--- src/rtl/aflg_pkg.sv ---
package aflg_pkg;

  typedef enum logic [2:0] {
    OP_ADD = 3'd0,
    OP_SUB = 3'd1,
    OP_AND = 3'd2,
    OP_OR  = 3'd3,
    OP_XOR = 3'd4
  } aflg_op_e;

  typedef struct packed {
    logic cf;
    logic of;
    logic sf;
    logic zf;
    logic af;
    logic pf;
  } aflg_flags_t;

  // even number of ones in a byte gives 1
  function automatic logic parity_even8(input logic [7:0] v);
    logic acc;
    acc = 1'b1;
    for (int i = 0; i < 8; i++) acc = acc ^ v[i];
    return acc;
  endfunction

  function automatic logic op_is_logical(input logic [2:0] op);
    return (op == OP_AND) || (op == OP_OR) || (op == OP_XOR);
  endfunction

  function automatic logic op_is_known(input logic [2:0] op);
    return op <= 3'd4;
  endfunction

endpackage

--- src/rtl/aflg_addsub.sv ---
module aflg_addsub #(
  parameter int BASE_W    = 8,
  parameter int NUM_SIZES = 3,
  localparam int DATA_W   = BASE_W << (NUM_SIZES - 1)
) (
  input  logic [DATA_W-1:0]    a_in,
  input  logic [DATA_W-1:0]    b_in,
  input  logic                 do_sub,
  output logic [DATA_W-1:0]    sum_out,
  output logic [NUM_SIZES-1:0] carry_w,
  output logic [NUM_SIZES-1:0] ovfl_w,
  output logic                 nib_carry
);
  // subtract as a + ~b + 1; a borrow is the inverse of the carry out
  logic [DATA_W-1:0] b_eff;
  logic [4:0]        nib_sum;

  assign b_eff     = do_sub ? ~b_in : b_in;
  assign nib_sum   = {1'b0, a_in[3:0]} + {1'b0, b_eff[3:0]} + 5'(do_sub);
  assign nib_carry = nib_sum[4] ^ do_sub;

  for (genvar g = 0; g < NUM_SIZES; g++) begin : g_lane
    localparam int W = BASE_W << g;
    logic [W:0] ext;
    assign ext        = {1'b0, a_in[W-1:0]} + {1'b0, b_eff[W-1:0]} + (W+1)'(do_sub);
    assign carry_w[g] = ext[W] ^ do_sub;
    assign ovfl_w[g]  = (a_in[W-1] == b_eff[W-1]) && (ext[W-1] != a_in[W-1]);
    if (g == NUM_SIZES - 1) begin : g_full
      assign sum_out = ext[W-1:0];
    end
  end

endmodule

--- src/rtl/aflg_logic.sv ---
module aflg_logic #(
  parameter int DATA_W = 32
) (
  input  logic [2:0]        op,
  input  logic [DATA_W-1:0] a_in,
  input  logic [DATA_W-1:0] b_in,
  output logic [DATA_W-1:0] y_out
);
  import aflg_pkg::*;

  always_comb begin
    unique case (op)
      OP_AND:  y_out = a_in & b_in;
      OP_OR:   y_out = a_in | b_in;
      OP_XOR:  y_out = a_in ^ b_in;
      default: y_out = '0;
    endcase
  end

endmodule

--- src/rtl/aflg_flagsel.sv ---
module aflg_flagsel #(
  parameter int BASE_W    = 8,
  parameter int NUM_SIZES = 3,
  localparam int DATA_W   = BASE_W << (NUM_SIZES - 1),
  localparam int SZ_W     = (NUM_SIZES > 1) ? $clog2(NUM_SIZES) : 1
) (
  input  logic [DATA_W-1:0]    raw_res,
  input  logic [SZ_W-1:0]      sz_idx,
  input  logic                 arith,
  input  logic [NUM_SIZES-1:0] carry_w,
  input  logic [NUM_SIZES-1:0] ovfl_w,
  input  logic                 nib_carry,
  output logic [DATA_W-1:0]    res_sized,
  output aflg_pkg::aflg_flags_t flags_nxt
);
  import aflg_pkg::*;

  logic [DATA_W-1:0]    trimmed [NUM_SIZES];
  logic [NUM_SIZES-1:0] top_bit;

  for (genvar g = 0; g < NUM_SIZES; g++) begin : g_width
    localparam int W = BASE_W << g;
    assign trimmed[g] = DATA_W'(raw_res[W-1:0]);
    assign top_bit[g] = raw_res[W-1];
  end

  always_comb begin
    res_sized    = trimmed[sz_idx];
    flags_nxt.sf = top_bit[sz_idx];
    flags_nxt.zf = (res_sized == '0);
    flags_nxt.pf = parity_even8(res_sized[7:0]);
    flags_nxt.cf = arith & carry_w[sz_idx];
    flags_nxt.of = arith & ovfl_w[sz_idx];
    flags_nxt.af = arith & nib_carry;
  end

endmodule

--- src/rtl/aflg_top.sv ---
module aflg_top #(
  parameter int BASE_W    = 8,
  parameter int NUM_SIZES = 3,
  localparam int DATA_W   = BASE_W << (NUM_SIZES - 1),
  localparam int SZ_W     = (NUM_SIZES > 1) ? $clog2(NUM_SIZES) : 1
) (
  input  logic              clk,
  input  logic              rst_n,
  input  logic              in_valid,
  input  logic [2:0]        op_sel,
  input  logic [SZ_W-1:0]   size_sel,
  input  logic [DATA_W-1:0] opnd_a,
  input  logic [DATA_W-1:0] opnd_b,
  output logic [DATA_W-1:0] res_out,
  output logic              carry_o,
  output logic              ovfl_o,
  output logic              neg_o,
  output logic              zero_o,
  output logic              nib_o,
  output logic              par_o
);
  import aflg_pkg::*;

  // named events used by the assertions
  logic                 op_known;
  logic                 op_logic;
  logic                 upd_fire;
  logic [SZ_W-1:0]      sz_idx;
  logic [DATA_W-1:0]    sum_w;
  logic [DATA_W-1:0]    logic_w;
  logic [DATA_W-1:0]    raw_res;
  logic [DATA_W-1:0]    res_nxt;
  logic [NUM_SIZES-1:0] carry_w;
  logic [NUM_SIZES-1:0] ovfl_w;
  logic                 nib_carry;
  aflg_flags_t          flags_nxt;
  aflg_flags_t          flags_q;
  logic [DATA_W-1:0]    res_q;
  logic                 a_top;
  logic                 b_top;

  assign op_known = op_is_known(op_sel);
  assign op_logic = op_is_logical(op_sel);
  assign upd_fire = in_valid & op_known;
  assign sz_idx   = (size_sel > SZ_W'(NUM_SIZES - 1)) ? SZ_W'(NUM_SIZES - 1) : size_sel;

  aflg_addsub #(.BASE_W(BASE_W), .NUM_SIZES(NUM_SIZES)) u_addsub (
    .a_in      (opnd_a),
    .b_in      (opnd_b),
    .do_sub    (op_sel == OP_SUB),
    .sum_out   (sum_w),
    .carry_w   (carry_w),
    .ovfl_w    (ovfl_w),
    .nib_carry (nib_carry)
  );

  aflg_logic #(.DATA_W(DATA_W)) u_logic (
    .op    (op_sel),
    .a_in  (opnd_a),
    .b_in  (opnd_b),
    .y_out (logic_w)
  );

  assign raw_res = op_logic ? logic_w : sum_w;

  aflg_flagsel #(.BASE_W(BASE_W), .NUM_SIZES(NUM_SIZES)) u_flagsel (
    .raw_res   (raw_res),
    .sz_idx    (sz_idx),
    .arith     (~op_logic),
    .carry_w   (carry_w),
    .ovfl_w    (ovfl_w),
    .nib_carry (nib_carry),
    .res_sized (res_nxt),
    .flags_nxt (flags_nxt)
  );

  always_ff @(posedge clk or negedge rst_n) begin
    if (!rst_n) begin
      res_q   <= '0;
      flags_q <= '0;
    end else if (upd_fire) begin
      res_q   <= res_nxt;
      flags_q <= flags_nxt;
    end
  end

  assign res_out = res_q;
  assign carry_o = flags_q.cf;
  assign ovfl_o  = flags_q.of;
  assign neg_o   = flags_q.sf;
  assign zero_o  = flags_q.zf;
  assign nib_o   = flags_q.af;
  assign par_o   = flags_q.pf;

  // operand sign bits at the selected width, for the overflow check
  always_comb begin
    a_top = 1'b0;
    b_top = 1'b0;
    for (int g = 0; g < NUM_SIZES; g++) begin
      if (g == int'(sz_idx)) begin
        a_top = opnd_a[(BASE_W << g) - 1];
        b_top = opnd_b[(BASE_W << g) - 1];
      end
    end
  end

  assert_hold_R9: assert property (@(posedge clk) disable iff (!rst_n)
    !upd_fire |=> ($stable(res_q) && $stable(flags_q)));

  assert_logic_clear_R8: assert property (@(posedge clk) disable iff (!rst_n)
    (upd_fire && op_logic) |=> (!carry_o && !ovfl_o && !nib_o));

  assert_no_overflow_R4: assert property (@(posedge clk) disable iff (!rst_n)
    (upd_fire && op_sel == OP_ADD && a_top != b_top) |=> !ovfl_o);

  assert_equal_sub_R3: assert property (@(posedge clk) disable iff (!rst_n)
    (upd_fire && op_sel == OP_SUB && opnd_a == opnd_b) |=> (!carry_o && zero_o));

  assert_nibble_zero_R6: assert property (@(posedge clk) disable iff (!rst_n)
    (upd_fire && op_sel == OP_ADD && opnd_a[3:0] == 4'd0) |=> !nib_o);

  assert_zero_result_R5: assert property (@(posedge clk) disable iff (!rst_n)
    zero_o |-> (res_out == '0 && !neg_o));

  assert_zero_parity_R7: assert property (@(posedge clk) disable iff (!rst_n)
    zero_o |-> par_o);

endmodule

--- config.mk ---
export PLATFORM = sky130hd
export DESIGN_NAME = aflg_top
export DESIGN_NICKNAME = d
export VERILOG_FILES = /design/src/rtl/aflg_pkg.sv /design/src/rtl/aflg_addsub.sv /design/src/rtl/aflg_logic.sv /design/src/rtl/aflg_flagsel.sv /design/src/rtl/aflg_top.sv
export SDC_FILE = /design/constraint.sdc
export NUM_CORES = 1
export LEC_CHECK = 0
export CORE_ASPECT_RATIO = 0.6
export CORE_MARGIN = 5
export CORE_UTILIZATION = 49
export CTS_BUF_LIST = sky130_fd_sc_hd__clkbuf_8 sky130_fd_sc_hd__clkbuf_16
export CTS_CLUSTER_DIAMETER = 100
export DETAILED_ROUTE_END_ITERATION = 7
export PLACE_DENSITY = 0.79
export SYNTH_ARGS = -nofsm -noshare
export SYNTH_HDL_FRONTEND = slang
export SYNTH_SLANG_ARGS = --single-unit
--- constraint.sdc ---
create_clock -name clk -period 0.8 [get_ports clk]
set_clock_uncertainty 0.15 [all_clocks]
set_input_delay 0.12 -clock clk [delete_from_list [all_inputs] [get_ports clk]]
set_output_delay 0.12 -clock clk [all_outputs]
set_load 0.1 [all_outputs]
==> Implementation_results.wiki, run 1 <==
{| class="wikitable"
! Metric !! Value
|-
| Worst endpoint left by the global-route repair_timing run || zero_o$_DFFE_PN0P_/D
|-
| Placement-stage worst setup slack || -3560 ps
|-
| Proportion of synthesized flip-flops having asynchronous set or reset || 100%
|-
| Yosys warning total || 0
|-
| Cell Area, Placed || 9480 um^2
|-
| Sequential fraction of the synthesis area || 16.6%
|-
| Clock Sinks || 38
|-
| I/O Buffers || 109
|-
| Top cell type's share of synthesized area || a little over a fifth
|-
| Worst-path end type || sequential cell input
|-
| Total number of H-tree levels || 2
|-
| EDFF count, synth || 0
|-
| Avg Inst Size Synth || just under 8 um^2
|-
| Last stage the flow got to || global routing
|-
| Most common cell in the netlist || ha_1
|-
| Number of top-level pins || 110
|-
| Post-synth top flop || dfrtp_1
|-
| Pin count of the biggest net entering global routing || 39
|-
| Error that halted the flow || [ERROR DPL-0038] Utilization greater than 100%, impossible to legalize
|-
| Site row count || 30
|-
| Run status || did not finish
|-
| Net count after synthesis || 910
|-
| Area of the mapped netlist || 5750 um^2
|-
| Cells taking the most area after synthesis || ha_1 22%, dfrtp_1 17%, xnor2_1 7.3%
|-
| Top cells by instance count after synthesis || 101 x ha_1, 80 x nand2_1, 70 x inv_1, 68 x a21oi_1, 48 x xnor2_1
|-
| Post-synthesis cell type with the largest combined area || ha_1
|-
| Starting Density || 50.5%
|-
| Number of flip-flops and latches in the synthesized netlist || 38
|-
| Root Driver || clkbuf_16
|-
| CTS Buffer Depth || 2
|-
| GP Congestion || 1.01
|-
| Die width || 150 um
|-
| Distinct cell type count after synthesis || 73
|-
| Die boundary height || 93.9 um
|-
| Cells after DPL || 1200
|-
| Count of mapped cells out of synthesis || 736
|-
| DP Wirelength || 20300 um
|-
| Inserted Clock Buffers || 5
|}
## metrics by stage
stage	hold slack (ps)	utilization [%]
global placement	-57.1	83.4
detailed placement	-47.7	83.4
CTS	194	94.8
floorplan	-326	-
## repair_timing
| item | in CTS |
|---|---|
| gates resized for setup | 167 |
| pin swaps | 83 |
| hold endpoints to repair | 38 |
| buffers inserted | 46 |
| hold buffers | 1 |
| cloned | 3 |
| setup endpoints to repair | 76 |
## cells by family after synthesis
| group | after synthesis | synth area share [%] |
|---|---|---|
| compound gates | 228 | 27.2 |
| xor+xnor | 63 | 9.60 |
| fa+ha+maj | 102 | 22.3 |
| buf+inv | 104 | 6.90 |
| flops | 38 | 16.6 |
| mux | 6 | 1.11 |
| simple gates | 195 | 16.3 |
==> inputs of run 2 (changes only) <==
==> config.mk (replaced) <==
export PLATFORM = sky130hd
export DESIGN_NAME = aflg_top
export DESIGN_NICKNAME = d
export VERILOG_FILES = /design/src/rtl/aflg_pkg.sv /design/src/rtl/aflg_addsub.sv /design/src/rtl/aflg_logic.sv /design/src/rtl/aflg_flagsel.sv /design/src/rtl/aflg_top.sv
export SDC_FILE = /design/constraint.sdc
export NUM_CORES = 1
export LEC_CHECK = 0
export CORE_MARGIN = 5
export CORE_UTILIZATION = 40
export DETAILED_ROUTE_END_ITERATION = 7
export PLACE_DENSITY_LB_ADDON = 0.15
export SYNTH_ARGS = -nofsm -noshare
export SYNTH_HDL_FRONTEND = slang
export SYNTH_SLANG_ARGS = --single-unit
==> constraint.sdc (replaced) <==
create_clock -name clk -period 1 [get_ports clk]
set_clock_uncertainty 0.15 [all_clocks]
set_input_delay 0.15 -clock clk [delete_from_list [all_inputs] [get_ports clk]]
set_output_delay 0.15 -clock clk [all_outputs]
set_load 0.1 [all_outputs]
==> run 2 against run 1 <==
The flow now finishes, with violations (setup timing). Synthesized cell count is the same. Synthesized area unchanged.
==> Implementation_results.wiki, run 2 <==
{| class="wikitable"
! Metric !! Value
|-
| Footprint of the flip-flops and latches || roughly 1000 um^2
|-
| Setup total negative slack || -77720 ps
|-
| Total vias in the final route || 7578
|-
| Tightest Pin Transition || 591 ps
|-
| Post-synthesis compound-gate area fraction || 27.2% (unchanged)
|-
| Yosys warning total || 0 (unchanged)
|-
| Sequential fraction of the synthesis area || 16.6% (unchanged)
|-
| Top cells by instance count after synthesis || 101 x ha_1, 80 x nand2_1, 70 x inv_1, 68 x a21oi_1, 48 x xnor2_1
|-
| Setup WS post-layout || -2600 ps
|-
| Diode count || 0
|-
| Number of DRC violations after detailed routing || 0
|-
| PD cells || 1330 nW/um^2
|-
| Inserted Clock Buffers || 5 (unchanged)
|-
| Proportion of synthesized flip-flops having asynchronous set or reset || 100% (unchanged)
|-
| Final Hold Vio Count || 0
|-
| Number of DRC markers after the initial detailed-route iteration || 574
|-
| Worst Path Required || between 1000 and 1500 ps
|-
| Area enclosed by the die boundary || 16900 um^2
|-
| Net count after synthesis || 910 (unchanged)
|-
| Clock tree from TritonCTS || yes
|-
| Die boundary height || 130 um (+38%)
|-
| # nets final || 1306
|-
| Distinct cell type count after synthesis || 73 (unchanged)
|-
| EDFF count, synth || 0 (unchanged)
|-
| Floorplan Core Area || approximately 14000 um^2
|-
| Area of the mapped netlist || 5750 um^2 (unchanged)
|-
| Synth Area in Adders || 22.3% (unchanged)
|-
| CTS clk-pin slew, worst paths || approximately 60 ps
|-
| Maximum VDD drop || 1.07 mV
|-
| Number of top-level pins || 110 (unchanged)
|-
| Endpoint kind of the worst setup timing path || register
|-
| Combinational family with the most area after synthesis || compound AO/OA/AOI/OAI gates
|-
| Classification of the worst-slack hold path || in2async
|-
| Top cell type's share of synthesized area || 22.0% (unchanged)
|-
| Number of flip-flops and latches in the synthesized netlist || 38 (unchanged)
|-
| Pin count of the biggest net entering global routing || 39
|-
| First-pass GRT wire length || ~42000 um
|-
| Critical path peak fanout || 5
|-
| Cells taking the most area after synthesis || ha_1 22%, dfrtp_1 17%, xnor2_1 7.3%
|-
| GP Congestion || 0.978 (-3.3%)
|-
| Highest-count cells in the layout ignoring fill and taps || 259 x buf_4, 89 x ha_1, 69 x nand2_1
|-
| Crit start category || input port
|-
| I/O Buffers || 109 (unchanged)
|-
| RSZ-0062 raised after global routing || true
|-
| Most common cell after layout, fill and taps aside || buf_4
|-
| Site row count || 43 (+43%)
|-
| Parity-gate share of the synthesized area counting xor and xnor cells || 9.60% (unchanged)
|-
| Kind of critical path || in2reg
|-
| DP Wirelength || 18600 um (-8.7%)
|-
| Area occupied by multi-input gates || 5670 um^2
|-
| Crit path DAT || 3670 ps
|-
| Count of mapped cells out of synthesis || 736 (unchanged)
|-
| R2r setup slk || ~40 ps
|-
| Fill cell count || 826
|-
| Fraction of the mapped netlist area in simple logic gates || 16.3% (unchanged)
|-
| Count of nets left with antenna violations after detail routing || 0
|-
| Synth-to-Final Area Change || 101%
|-
| Final setup violating endpoints || 76
|-
| Post-synthesis cell type with the largest combined area || ha_1
|-
| Root Driver || clkbuf_16
|-
| Max Fclk || 278 MHz
|-
| Largest register FFs || 32
|-
| Worst slew margin relative to its limit || between 60% and 70%
|-
| Run status || finished, violations left
|-
| Via density per instance || 5.78
|-
| Layout cells sized above 1 || 52.9%
|-
| Starting Density || 41.1% (-9.4 points)
|-
| Congestion Overflow GR || 0
|-
| Avg Inst Size Synth || 7.81 um^2 (unchanged)
|-
| Final period demand of the worst path || 3600 ps
|-
| CTS Buffer Depth || 2 (unchanged)
|-
| Period utilisation layout || 360%
|-
| Initial antenna violation count || 0
|-
| GRT Resource Usage Total || 31.4%
|-
| Aggregate routed wire length || approximately 28000 um
|-
| Most common cell in the netlist || ha_1
|-
| Worst skew pair latency || 280 ps
|-
| Power Total || 15.3 mW
|-
| Fin. max-slew vios || 0
|-
| Post-synth top flop || dfrtp_1
|-
| Die width || 130 um (-13%)
|-
| Number of global-route vias before repair || 8154
|-
| WL/cell || about 21 um
|-
| Leakage component of the power || 5.39 nW
|-
| Clock Sinks || 38 (unchanged)
|-
| Total number of H-tree levels || 2 (unchanged)
|-
| Violations in the final reports || setup timing
|-
| Number of max-cap violations || 0
|-
| Detailed-routing iteration count for the pre-antenna-repair pass || 5
|-
| Multiplexer share of the synthesized area || 1.11% (unchanged)
|}
## run 2: worst max-delay path: stages
cell and delay [ps]:
buf_8 100, nor3b_4 190, buf_6 170, buf_6 120
xnor2_4 80, fa_2 420, a21o_1 250, a221oi_4 480
o311ai_4 180, xor2_1 190, o21ai_1 200, buf_4 160
nand4_1 130, nor4_2 200, nand4_1 160, nor4_2 260
a32o_1 200
## run 2: kinds of logic after synthesis
family                   count (synthesis)
flip-flops                              38
multiplexers                             6
AND/OR/NAND/NOR                        195
buffers and inverters                  104
adder cells (fa/ha/maj)                102
XOR/XNOR                                63
AO/OA/AOI/OAI                          228
## run 2: final cells by class
type	count	area share [%]
Multi-Input combinational cell	594	49.1
Timing Repair Buffer	423	36.9
Sequential cell	38	8.63
Inverter	70	2.27
Tap cell	180	1.95
Clock buffer	5	1.08
Clock inverter	2	0.0867
## run 2: worst paths after layout
kind,from,end,cells after the start
max in group asynchronous,rst_n,ovfl_o,3
min reg2reg,res_out[23],res_out[23],2
min in group clk,res_out[23],res_out[23],2
max reg2reg,res_out[25],res_out[25],1
min,rst_n,res_out[26],3
max,op_sel[1],zero_o,17
## run 2: power breakdown
| group | leakage, nW | switching (mW) | internal (mW) | total, mW |
|---|---|---|---|---|
| Combinational | 4.88 | 6.25 | 5.27 | 11.5 |
| Clock | 0.0694 | 0.608 | 0.900 | 1.51 |
| Sequential | 0.435 | 0.373 | 1.92 | 2.29 |
| Total | 5.39 | 7.23 | 8.09 | 15.3 |
## run 2: repair_timing
action	CTS	global route
pin swaps	128	72
hold buffers	1	0
buffers inserted	55	21
gates cloned	6	0
setup endpoints to repair	76	76
gates resized for setup	205	55
hold endpoints to repair	38	0
## run 2: metal layers
layer	vias to the layer above	GRT usage (%)	wire length, um
li1	3442	-	-
met2	351	57.5	14000
met1	3657	36.3	10500
met5	-	0	0
met3	128	4.09	1580
met4	0	13.9	1580
## run 2: stage by stage
| step | hold slack (ps) | util [%] | cell area [um^2] | cells | worst slack, ps |
|---|---|---|---|---|---|
| 2_1_floorplan | -296 | - | 6210 | 736 | -2440 |
| 3_3_place_gp | -25.1 | 69.0 | 9650 | 1248 | -3190 |
| 3_5_place_dp | -16.6 | 69.0 | 9650 | 1248 | -3280 |
| 4_1_cts | 216 | 80.2 | 11200 | 1300 | -2490 |
| 5_1_grt | 227 | 82.6 | 11500 | 1312 | -2700 |
| 6_report | 212 | 82.6 | 11500 | 1312 | -2600 |
Power figures use the tool's default switching activity.
==> inputs of run 3 (changes only) <==
--- a/config.mk
+++ b/config.mk
@@ -5,8 +5,10 @@
 export SDC_FILE = /design/constraint.sdc
 export NUM_CORES = 1
 export LEC_CHECK = 0
+export CELL_PAD_IN_SITES_DETAIL_PLACEMENT = 1
+export CELL_PAD_IN_SITES_GLOBAL_PLACEMENT = 2
 export CORE_MARGIN = 5
-export CORE_UTILIZATION = 40
+export CORE_UTILIZATION = 31
 export DETAILED_ROUTE_END_ITERATION = 7
 export PLACE_DENSITY_LB_ADDON = 0.15
 export SYNTH_ARGS = -nofsm -noshare
==> run 3 against run 2 <==
The run still ends with setup timing left. Sequential cell count is the same. Fmax shrank 7.8%. Largest cell class unchanged. Total power grew 12%. First-iteration DRC count shrank 35%. Worst setup slack lost 310 ps. Die area grew 27%. Sequential power grew 3%. Non-clock buffer count is the same. Cell count grew 3.8%. Routed wire length grew 32%. Clock power grew 47%. Worst hold slack lost 79 ps.
==> Implementation_results.wiki, run 3 (synthesized netlist as in run 2, its figures left out) <==
{| class="wikitable"
! Metric !! Value
|-
| Clock power share || 12.9% (+3.1 points)
|-
| I/O Buffers || 109 (unchanged)
|-
| Maximum VDD drop || 1.03 mV (-3.2%)
|-
| Cell Area, Placed || 9680 um^2 (+0.27%)
|-
| Cells after DPL || 1289 (+3.3%)
|-
| Crit start category || input port
|-
| Via density per instance || 5.76 (-0.29%)
|-
| Congestion Overflow GR || 0 (unchanged)
|-
| Violations in the final reports || setup timing
|-
| First-pass GRT wire length || 49200 um (+18%)
|-
| Area enclosed by the die boundary || 21400 um^2 (+27%)
|-
| Max Fclk || 256 MHz (-7.8%)
|-
| Clock tree from TritonCTS || yes
|-
| Setup WS post-layout || -2910 ps (-305 ps)
|-
| Diode count || 0 (unchanged)
|-
| WL/cell || 26.7 um (+27%)
|-
| Final non-filler cell total || 1362 (+3.8%)
|-
| Endpoint kind of the worst setup timing path || register
|-
| Detailed-routing iteration count for the pre-antenna-repair pass || 5 (unchanged)
|-
| Final period demand of the worst path || 3910 ps (+305 ps)
|-
| Layout cells sized above 1 || 55.0% (+2.1 points)
|-
| Worst Path Required || 1080 ps (about the same)
|-
| Final core area utilization || 66.5% (-16 points)
|-
| Power Total || 17.2 mW (+12%)
|-
| Count of nets left with antenna violations after detail routing || 0 (unchanged)
|-
| Initial antenna violation count || 0 (unchanged)
|-
| Classification of the worst-slack hold path || in2async
|-
| Kind of critical path || in2reg
|-
| Die width || 146 um (+13%)
|-
| Psw || 8.11 mW (+12%)
|-
| Period utilisation layout || 391% (+31 points)
|-
| Crit path DAT || 3980 ps (+310 ps)
|-
| Post-layout instance area || 12000 um^2 (+4.1%)
|-
| Internal Dissipation || 9.05 mW (+12%)
|-
| Synth-to-Final Area Change || 109%
|-
| CTS Buffer Depth || 2 (unchanged)
|-
| Highest-count cells in the layout ignoring fill and taps || 243 x buf_4, 88 x ha_1, 62 x inv_1, 62 x nand2_1, 59 x clkdlybuf4s50_1
|-
| Cell breakdown of the critical path || clkdlybuf4s50_1, inv_2, xnor2_2, ha_4, and3_4, a221oi_4, buf_12, buf_12, o311ai_4, buf_4, xor2_1, o21ai_1, buf_4, nand4_1, nor4_1, nand4_1, nor4_2, a32o_1
|-
| Root Driver || clkbuf_16
|-
| Total number of H-tree levels || 2 (unchanged)
|-
| Final setup violating endpoints || 76 (unchanged)
|-
| Leakage component of the power || 5.52 nW (+2.5%)
|-
| Library cell contributing the largest single delay on the critical path || clkdlybuf4s50_1
|-
| Final Hold Vio Count || 0 (unchanged)
|-
| Largest incremental delay on the critical path || 520 ps (+40 ps)
|-
| Die boundary height || 146 um (+13%)
|-
| Placement-stage worst setup slack || -3420 ps (-140 ps)
|-
| Starting Density || 31.8% (-9.3 points)
|-
| Number of max-cap violations || 0 (unchanged)
|-
| Worst slew margin relative to its limit || 42.9% (-17 points)
|-
| Worst skew pair latency || 280 ps (about the same)
|-
| Clock Sinks || 38 (unchanged)
|-
| PD cells || 1430 nW/um^2 (+7.5%)
|-
| Setup total negative slack || -79940 ps (-2220 ps)
|-
| Fill cell count || 1904 (+130%)
|-
| Tightest Pin Transition || 853 ps (+261 ps)
|-
| Pin count of the biggest net entering global routing || 31 (-21%)
|-
| GRT Resource Usage Total || 29.0% (-2.3 points)
|-
| Site row count || 49 (+14%)
|-
| DP Wirelength || 21700 um (+17%)
|-
| Most common cell after layout, fill and taps aside || buf_4
|-
| Number of DRC violations after detailed routing || 0 (unchanged)
|-
| Run status || finished, violations left
|-
| Final-layout worst hold slack || 133 ps (-79.0 ps)
|-
| # nets final || 1306 (unchanged)
|-
| Floorplan Core Area || 18100 um^2 (+29%)
|-
| Logic pwr share || 73.4% (-1.8 points)
|-
| Fin. max-slew vios || 0 (unchanged)
|-
| Switching share of power || 47.3% (+0.054 points)
|-
| Largest register FFs || 32 (unchanged)
|-
| Number of global-route vias before repair || 8500 (+4.2%)
|-
| RSZ-0062 raised after global routing || true
|-
| Number of DRC markers after the initial detailed-route iteration || 374 (-35%)
|-
| Total vias in the final route || 7844 (+3.5%)
|-
| Inserted Clock Buffers || 5 (unchanged)
|-
| Critical path peak fanout || 4 (-1)
|-
| GP Congestion || 0.961 (-1.7%)
|-
| Aggregate routed wire length || 36400 um (+32%)
|-
| Sequential share of power || 13.7% (-1.2 points)
|-
| CTS clk-pin slew, worst paths || 70 ps (about the same)
|-
| Number of top-level pins || 110 (unchanged)
|}
==> run 3: timing repair <==
item / 4_1_cts / 5_1_grt
setup buffers: 53 / 37
hold endpoints to repair: 38 / 0
hold buffers: 1 / 0
setup endpoints to repair: 76 / 83
pin swaps: 85 / 88
resized for setup: 234 / 101
cloned: 6 / 0
==> run 3: path summary, 6_finish.rpt <==
check                             from          end  slack [ps]  cells past startpoint
max in group asynchronous        rst_n  res_out[15]         120                      3
min                              rst_n  res_out[14]         130                      2
max                          opnd_b[5]       zero_o       -2910                     18
max reg2reg                 res_out[8]   res_out[8]        -110                      3
min reg2reg                res_out[30]  res_out[30]         390                      2
min in group clk           res_out[30]  res_out[30]         390                      2
==> run 3: worst max-delay path, delay by kind of cell <==
kind | cells | cell delay, ps
simple gates | 5 | 1230
buf+inv | 6 | 1170
compound gates | 4 | 750
xor+xnor | 2 | 400
fa+ha+maj | 1 | 260
==> run 3: metal layers <==
| metal | share of wire [%] | track usage [%] | vias up |
|---|---|---|---|
| li1 | - | - | 3442 |
| met1 | 38 | 33.8 | 3972 |
| met2 | 53 | 54.6 | 308 |
| met3 | 4.2 | 3.22 | 122 |
| met4 | 5.4 | 10.5 | 0 |
| met5 | 0 | 0 | - |
==> run 3: layout make-up <==
class	instances	area [um^2]	area share [%]
clock buffer	6	139	1.15
clock inverter	2	60.1	0.499
inverter	70	263	2.18
multi-input combinational	594	5930	49.3
sequential	38	997	8.29
tap	229	287	2.38
timing repair buffer	423	4350	36.2
==> run 3: power groups by stage <==
stage / sequential [mW] / clock, mW / combinational, mW
after floorplan: 4.41 / 0 / 3.03
after global placement: 2.33 / 0 / 9.39
after detailed placement: 2.35 / 0 / 9.58
after CTS: 2.32 / 2.20 / 11.1
after global routing: 2.37 / 2.30 / 13.0
final: 2.36 / 2.22 / 12.6
